===== config.mk =====
export PLATFORM = sky130hd
export DESIGN_NAME = rsp_table
export DESIGN_NICKNAME = d
export VERILOG_FILES = /design/src/rtl/rspchk_pkg.sv /design/src/rtl/rsp_table.sv
export SDC_FILE = /design/constraint.sdc
export NUM_CORES = 1
export LEC_CHECK = 0
export ABC_AREA = 0
export BUFFER_PORTS_ARGS = -buffer_cell sky130_fd_sc_hd__buf_2
export CORE_ASPECT_RATIO = 0.6
export CORE_UTILIZATION = 35
export CTS_CLUSTER_SIZE = 12
export DETAILED_ROUTE_END_ITERATION = 16
export HOLD_SLACK_MARGIN = 0.06
export RECOVER_POWER = 50
export SLEW_MARGIN = 20
export SYNTH_ARGS = -nofsm -noshare
export SYNTH_HDL_FRONTEND = slang
export SYNTH_SLANG_ARGS = --single-unit

===== constraint.sdc =====
create_clock -name clk -period 5.14 [get_ports clk]
set_clock_uncertainty 0.2 [all_clocks]
set_input_delay 1.028 -clock clk [delete_from_list [all_inputs] [get_ports clk]]
set_output_delay 1.028 -clock clk [all_outputs]
set_load 0.02 [all_outputs]

===== src/rtl/rspchk_pkg.sv =====
package rspchk_pkg;
   localparam logic [3:0] ST_DONE   = 4'b0000;
   localparam logic [3:0] ST_ERROR  = 4'b0111;
   localparam logic [3:0] TT_NODATA = 4'b0000;
   localparam logic [3:0] TT_DATA   = 4'b1000;

   localparam int CAUSE_W   = 6;
   localparam int CB_STATUS = 0;
   localparam int CB_NOHIT  = 1;
   localparam int CB_WRDATA = 2;
   localparam int CB_RDNONE = 3;
   localparam int CB_RDSIZE = 4;
   localparam int CB_TYPE   = 5;

   typedef logic [CAUSE_W-1:0] cause_t;

   typedef enum logic {
      KIND_READ  = 1'b0,
      KIND_WRITE = 1'b1
   } req_kind_e;
endpackage


===== src/rtl/rsp_table.sv =====
module rsp_table
   import rspchk_pkg::*;
#(
   parameter int TID_W  = 4,
   parameter int BEAT_W = 6
) (
   input  logic              clk,
   input  logic              rst_n,
   input  logic              alloc_en,
   input  logic [TID_W-1:0]  alloc_tid,
   input  req_kind_e         alloc_kind,
   input  logic [BEAT_W-1:0] alloc_beats,
   input  logic              free_en,
   input  logic [TID_W-1:0]  free_tid,
   input  logic [TID_W-1:0]  look_tid,
   output logic              look_hit,
   output req_kind_e         look_kind,
   output logic [BEAT_W-1:0] look_beats
);
   localparam int ENTRIES = 1 << TID_W;

   logic              busy_a  [ENTRIES];
   req_kind_e         kind_a  [ENTRIES];
   logic [BEAT_W-1:0] beats_a [ENTRIES];

   for (genvar i = 0; i < ENTRIES; i++) begin : g_ent
      logic              busy_q;
      req_kind_e         kind_q;
      logic [BEAT_W-1:0] beats_q;
      logic              sel_alloc;
      logic              sel_free;

      assign sel_alloc = alloc_en && (alloc_tid == TID_W'(i));
      assign sel_free  = free_en  && (free_tid  == TID_W'(i));

      // allocation wins over a same-cycle free of the same entry
      always_ff @(posedge clk) begin
         if (!rst_n) begin
            busy_q  <= 1'b0;
            kind_q  <= KIND_READ;
            beats_q <= '0;
         end else if (sel_alloc) begin
            busy_q  <= 1'b1;
            kind_q  <= alloc_kind;
            beats_q <= alloc_beats;
         end else if (sel_free) begin
            busy_q  <= 1'b0;
         end
      end

      assign busy_a[i]  = busy_q;
      assign kind_a[i]  = kind_q;
      assign beats_a[i] = beats_q;
   end

   assign look_hit   = busy_a[look_tid];
   assign look_kind  = kind_a[look_tid];
   assign look_beats = beats_a[look_tid];
endmodule


==> results of run 1 <==
[cell type report]
type | count | share of cell area
diodes | 1 | 0.000349
flip-flops and latches | 128 | 0.357
multi-input cells | 468 | 0.470
inverters | 2 | 0.00105
clock inverters | 11 | 0.0295
clock buffers | 20 | 0.0622
repair buffers | 46 | 0.0387
well taps | 234 | 0.0408
[power by group]
part | leakage (nW) | total (mW) | switching [mW] | internal [mW]
Combinational | 1.09 | 0.201 | 0.139 | 0.0620
Clock | 0.320 | 1.38 | 0.457 | 0.918
Sequential | 1.03 | 1.01 | 0.00642 | 1.01
[layout by cell type (no fill, tap or decap), drive strengths merged, types with 4 or more instances in the layout]
master and count:
nand2b 4, a21boi 127, dfxtp 128, nor2b 4, mux4 32, clkinv 4, nand2 25, nand3b 4
o21ai 124, nand3 114, bufinv 6, buf 42, clkbuf 24, a22oi 16
[state kept, by name (all words and copies together) (netlist names)]
register and count:
g_ent.beats_q 96, g_ent.busy_q 16, g_ent.kind_q 16
[through the flow]
| step | instances | util | setup slack, ns | power, mW | hold WS, ns |
|---|---|---|---|---|---|
| 4_1_cts | 908 | 0.411 | 1.07 | 2.59 | 0.270 |
| 6_report | 910 | 0.411 | 1.02 | 2.59 | 0.271 |
| 3_3_place_gp | 877 | 0.373 | 1.09 | 1.23 | 0.256 |
| 5_1_grt | 910 | 0.411 | 0.919 | 2.66 | 0.292 |
| 3_5_place_dp | 877 | 0.373 | 1.07 | 1.23 | 0.262 |
| 2_1_floorplan | 689 | - | 1.78 | 1.17 | 0.242 |
[layer usage]
metal / global-route usage / vias up
met5: 0 / -
met4: 0.0696 / 0
met3: 0.0558 / 27
met2: 0.333 / 258
met1: 0.296 / 2747
li1: - / 2480
[how the worst max path moves through the flow]
| stage | startpoint | to | slack (ns) | cells after the start |
|---|---|---|---|---|
| after global placement | look_tid[0] | look_beats[0] | 1.09 | 5 |
| after detailed placement | look_tid[0] | look_beats[0] | 1.07 | 5 |
| after CTS | look_tid[0] | look_beats[0] | 1.07 | 5 |
| after global routing | look_tid[1] | look_beats[1] | 0.92 | 6 |
| final | look_tid[0] | look_beats[0] | 1.02 | 5 |
| after floorplan | look_tid[1] | look_beats[1] | 1.78 | 6 |
[critical path: cells and delay by family]
kind | cells | cell delay, ns
compound gates | 1 | 0.46
buf+inv | 2 | 0.63
mux | 1 | 0.64
simple gates | 1 | 0.12
[cells by family after synthesis]
| kind of cell | share of synthesized area |
|---|---|
| and+or+nand+nor | 0.131 |
| AOI/OAI and AO/OA | 0.272 |
| buffers and inverters | 0.0721 |
| DFF | 0.402 |
| muxes | 0.123 |
==> results.md, run 1 <==
- The flow ran to the end, but the final reports show violations.
- The checks that failed: capacitance limit, slew limit.
- The worst register-to-register path ends at g_ent[6].beats_q[3]$_SDFFE_PN0P_.
- Measured along the y axis, the die boundary spans 107 um.
- Setup repair after global routing left no endpoint under its margin.
- Entering global routing, the biggest net connects 72 pins.
- Dividing the detail-routed wire length by the instance count gives 21.4 um.
- The worst setup path is launched from an input port.
- In the final routing, the length of wire on met1 measures 8850 um.
- Global routing finished with a remaining overflow of 0.
- The fraction of layout instances using a drive strength above 1 is 0.142.
- The cell row count is 37.
- The number of vias per cell is 6.06.
- The number of H-tree levels is 4.
- The worst hold path was traced through 2 stages.
- The total I/O pin count is 31.
- The clock tree from TritonCTS is built.
- In this run the static leakage power is ~2.4 nW.
- The total nets after synthesis is 712.
- The launch point of the worst reg-to-reg path is g_ent[6].beats_q[3]$_SDFFE_PN0P_.
- The kind of critical path is input port to primary output.
- Of the available clock period, the critical path in the final layout requires 0.802.
- The congestion estimate from routability-driven global placement came to 0.764.
- The total of max-cap violations is 2.
- The post-cts gate resize count is 0.
- Among all flip-flop cells after synthesis, the most frequent one is dfxtp_1.
- In the post-synthesis netlist, the biggest area contributors are dfxtp_1 (40%), a21boi_1 (14%), nand3_1 (9.0%).
- The critical hold path startpoint is g_ent[5].beats_q[1]$_SDFFE_PN0P_.
- The multi-input logic area is around 3400 um^2.
- Wires add up to 19500 um.
- The worst setup path is captured at a primary output.
- For the pin with the worst max-slew slack, the measured transition is between 2 and 2.5 ns.
- Setup violations remaining at the end of the flow were counted as 0.
- In this run the deepest clock path goes through 2 buffers.
- The flop-to-flop setup slack is roughly 4.2 ns.
- The routed design uses 8660 um of met2 wire.
- The clock net in this run drives a total of approximately 130 sinks.
- The largest total area in the synthesized netlist belongs to dfxtp_1.
- The filler cell count in the final layout is 1661.
- The share of the Yosys chip area taken by registers is 0.402.
- The highest ir drop seen on vdd is roughly 0.00024 V.
- The number of nets in the layout is 686.
- For this run, the number of Yosys warnings is 0.
- The worst slew slack as a fraction of its limit is -0.421.
- The first-pass GRT wire length is between 30000 and 40000 um.
- The number of hold violations in the final report was 0.
- In this run the worst path has a maximum fanout of 16.
- The portion of synthesized cell area occupied by the leading cell type is 0.402.
- The end point of the worst hold path is g_ent[5].beats_q[1]$_SDFFE_PN0P_.
- The die covers 18800 um^2.
- Data arrives at the worst endpoint at roughly 2.9 ns.
- Clock-pin slew was measured on the worst setup and hold paths at 0.06 ns.
- The type of the worst min-delay path is flip-flop to flip-flop.
- The mean post-synth cell area is 9.25 um^2.
- The mapped netlist covers 6370 um^2.
- Before antenna repair, the detailed router went through 5 iterations.
- The number of flops mapped to enable cells by yosys is 0.
- The synthesis-to-finish area growth is 12.6%.
- The critical path goes through buf_2, mux4_1, a22oi_1, nand2_1, buf_2.
- The initial DRC count is 456.
- Buffers placed on the I/O ports in this run total 30.
- Hold repair after CTS inserted 0 buffers.
- The clock period minus final worst setup slack is 4.12 ns.
- The later pin in the worst-skew pair is clocked with a latency of a little over 0.4 ns.
- The initial antenna violation count is 1.
- The final route contains roughly 5500 vias.
- Across the whole layout, storage elements account for 2560 um^2.
- The met3 layer wire length in the routed design is 1730 um.
- The estimated wirelength of the detail-placed design is between 10000 and 15000 um.
- The final instance area is 7180 um^2.
- Data on the critical path is required at its endpoint by 3.91 ns.
- Once detail routing completed, the nets flagged for antenna violations numbered 0.
- The post-CTS setup repair buffer count is 0.
- The via count of the first global-routing pass is 5532.
- The total DRC errors in the routed layout is 0.
- The number of slew-limit violations in the final report is 92.
- The die width is 176 um.
- The total power per unit cell area is approximately 360 nW/um^2.
- The synthesized netlist contains 34 unique library cells.
- For this run, the total global-route usage over all layers was measured as 0.217.
- The placed cell area is between 6000 and 7000 um^2.
- The detailed router used layers up to and including met4.
- The initial utilization of the core area, before any placement, comes to 0.365.
- Setup total negative slack on the finished layout was measured at 0 ns.
- The share of flip-flops with an asynchronous set or reset after synthesis is 0.
- Based on the critical path, the design can be clocked at up to between 200 and 250 MHz.
- The biggest cell delay along the critical path is between 0.6 and 0.7 ns.
- In this run, synthesis produced a sequential element count of 128.
- Clock tree synthesis inserted a total of 17 buffers.
- CTS placed an instance of clkbuf_16 at the clock tree root.
- The slowest stage of the critical path is the mux4_1 cell.
- The core region is 17500 um^2.
- Among all cell types in the netlist, the one instantiated most often is dfxtp_1.
- The instance count of the mapped netlist is 689.
- By count the netlist is led by dfxtp_1 (128), a21boi_1 (115), nand3_1 (114), o21ai_0 (114), clkbuf_1 (49).
- Among the stages of the critical path, the cell type that occurs most often is buf_2.
- Counting cells, the worst reg-to-reg path comes to 2.
Power figures use the tool's default switching activity.
==> inputs of run 2 (changes only) <==
- clock period: 5.14 -> 4.1 ns (I/O delays scaled with it)
==> results.md, run 2 (synthesis gave the netlist of run 1 again) <==
- The flow ran to the end, but the final reports show violations.
- The checks that failed: capacitance limit, slew limit.
- The net switching share of the total power is 0.250.
- The highest ir drop seen on vdd is about 0.00031 V.
- The via count of the first global-routing pass is 5575.
- Walking the worst path, the cells encountered are buf_2, mux4_2, a22oi_1, nand2_1, buf_2.
- The placed instances occupy a cell area of between 6000 and 7000 um^2.
- The largest net degree at the start of global routing is 71.
- Leaving out fill and tap cells, the most frequent cell in the layout is dfxtp_1.
- The setup TNS is 0 ns.
- In this design, the critical path's most frequently occurring cell is buf_2.
- The die width is 176 um.
- The kind of critical path is input port to primary output.
- The final weighted congestion in routability-driven placement is 0.800.
- The transition time of the tightest slew-check pin is about 2 ns.
- For this design the total switching power over the nets is 775 uW.
- The register name with the most flops is g_ent.beats_q.
- The clock reaches the later pin of the worst-skew pair after 0.42 ns.
- The die area is 18800 um^2.
- Hold timing on the final database bottoms out at a slack of about 0.27 ns.
- The analysis attributes to cell leakage a power of between 2 and 2.5 nW.
- CTS built an H-tree with a depth of 4.
- Dividing the detail-routed via count by the number of cells gives 6.09.
- The number of hold violations in the final report is 0.
- The cell family contributing the most delay on the critical path is buffers and inverters.
- The register with the most flip-flops in the layout has 96 of them.
- The data required time at the worst endpoint is just over 3 ns.
- 0 antenna diodes ended up in the layout.
- Measured against its own limit, the worst slew margin works out to -0.372.
- The final instance area is between 7000 and 8000 um^2.
- The critical path startpoint category is an input port.
- The highest achievable clock rate is roughly 280 MHz.
- The initial antenna violation count came to 0.
- The total setup violations reported at the end of the flow is 0.
- The clock power share is 0.508.
- The total overflow left after global routing is 0.
- The clock period minus final worst setup slack is between 3 and 4 ns.
- The share of total power in combinational logic is 0.082.
- The met2 usage is 0.334.
- The global routing met1 resource utilization is 0.312.
- The floorplan step set the die height to 107 um.
- Once the clock tree was built, the setup fixing pass inserted 0 buffers.
- After global routing, the most crowded layer is met2.
- The number of slew-limit violations in the final report came to 197.
- The number of hold buffers added after cts is 0.
- The estimated wirelength of the detail-placed design is about 12000 um.
- The sink count of the clock tree is 128.
- The count of buffers inserted at the top-level ports is 30.
- In the layout the commonest cells are dfxtp_1 (128), o21ai_0 (114), nand3_1 (113), a21boi_0 (73), a21boi_1 (54).
- STA classifies the critical path endpoint as a primary output.
- The total power per unit cell area is 433 nW/um^2.
- For this configuration, the core starts out at a cell density of 0.365.
- The core outline area is 17500 um^2.
- Internal power comes to 2.33 mW.
- Buffers inserted during clock tree synthesis total 17.
- The type of the worst min-delay path is flip-flop to flip-flop.
- The register clock-pin slew on the reported worst setup and hold paths is 0.06 ns.
- The count of TritonRoute iterations in the first routing pass is 6.
- After detailed routing, the average wire length per cell comes to roughly 22 um.
- The worst register-to-register path has a setup slack of 3.13 ns.
- In this design, the stage delay of the slowest critical-path cell is ~0.57 ns.
- The longest clock path from root to sink contains 2 buffers.
- The clock root buffer is clkbuf_16.
- The wire length after detailed routing is 19900 um.
- The maximum fanout encountered on the critical timing path is 21.
- The cell row count is 37.
- The first-pass GRT wire length is ~32000 um.
- Setup repair after global routing left no endpoint under its margin.
- Counting the fill cells in the layout gives 1706.
- The arrival time at the worst endpoint is 2.55 ns.
- The post-cts gate resize count is 0.
- After detailed routing, the number of remaining DRC violations is 0.
- The critical path contains buffers and inverters numbering 2 combined.
- The master of the slowest instance on the critical path is mux4_2.
- The routed via count is 5575.
- The routing usage on met3 is 0.0547.
- The detailed router finished its first iteration with 670 violations.
- Summing all multi-input logic gate instances after layout gives 3370 um^2.
- The largest registers in the layout are g_ent.beats_q x96, g_ent.busy_q x16, g_ent.kind_q x16.
- In this run the count of I/O pins placed on the die edge is 31.
- The number of nets with antenna violations after routing is 0.
- The final period utilization is 0.872.
- The register share of total power is 0.409.
- The synthesis-to-finish area growth is 12.5%.
- TritonCTS built the clock tree.
- Of the cells placed in the final design, the portion with a size suffix greater than 1 is 0.145.
- Across the run, the number of max-cap violations was 6.
- At the end of the flow, the number of nets in the layout was 691.
- In the global route stage, overall resource usage came out at 0.223.
- Registers take 2560 um^2.
[run 2: area by class of cell]
| class | count | share of cell area |
|---|---|---|
| inverter | 2 | 0.00105 |
| tap | 234 | 0.0408 |
| sequential | 128 | 0.357 |
| multi-input combinational | 468 | 0.470 |
| timing repair buffer | 51 | 0.0447 |
| clock inverter | 13 | 0.0225 |
| clock buffer | 19 | 0.0632 |
[run 2: worst paths after layout]
path                            depth (start not counted)                           endpoint                               from
worst min-delay path                                    2  g_ent[13].beats_q[1]$_SDFFE_PN0P_  g_ent[13].beats_q[1]$_SDFFE_PN0P_
worst min register to register                          2  g_ent[13].beats_q[1]$_SDFFE_PN0P_  g_ent[13].beats_q[1]$_SDFFE_PN0P_
worst max register to register                          2   g_ent[1].beats_q[4]$_SDFFE_PN0P_   g_ent[1].beats_q[4]$_SDFFE_PN0P_
worst max-delay path                                    5                      look_beats[1]                        look_tid[1]
[run 2: power by group through the flow]
stage | Sequential (mW) | Combinational, mW | Clock [mW]
6_report | 1.27 | 0.255 | 1.58
3_5_place_dp | 1.30 | 0.251 | 0
3_3_place_gp | 1.30 | 0.244 | 0
4_1_cts | 1.27 | 0.252 | 1.60
5_1_grt | 1.27 | 0.270 | 1.67
2_1_floorplan | 1.29 | 0.173 | 0
[run 2: per-stage QoR]
| step | instances | util | power, mW | worst slack (ns) |
|---|---|---|---|---|
| 2_1_floorplan | 689 | - | 1.47 | 1.15 |
| 3_3_place_gp | 881 | 0.375 | 1.54 | 0.555 |
| 3_5_place_dp | 881 | 0.375 | 1.55 | 0.553 |
| 4_1_cts | 913 | 0.410 | 3.12 | 0.553 |
| 5_1_grt | 915 | 0.411 | 3.21 | 0.435 |
| 6_report | 915 | 0.411 | 3.10 | 0.525 |
[run 2: worst register-to-register path, delay by kind of cell, from the launching register on]
kind | cells | cell delay, ns
flip-flops | 1 | 0.34
AO/OA/AOI/OAI | 2 | 0.34
[run 2: metal layers]
metal / routed length (um) / share of wire
met3: 1850 / 0.093
met1: 9060 / 0.45
met4: 291 / 0.015
met5: 0 / 0
met2: 8720 / 0.44
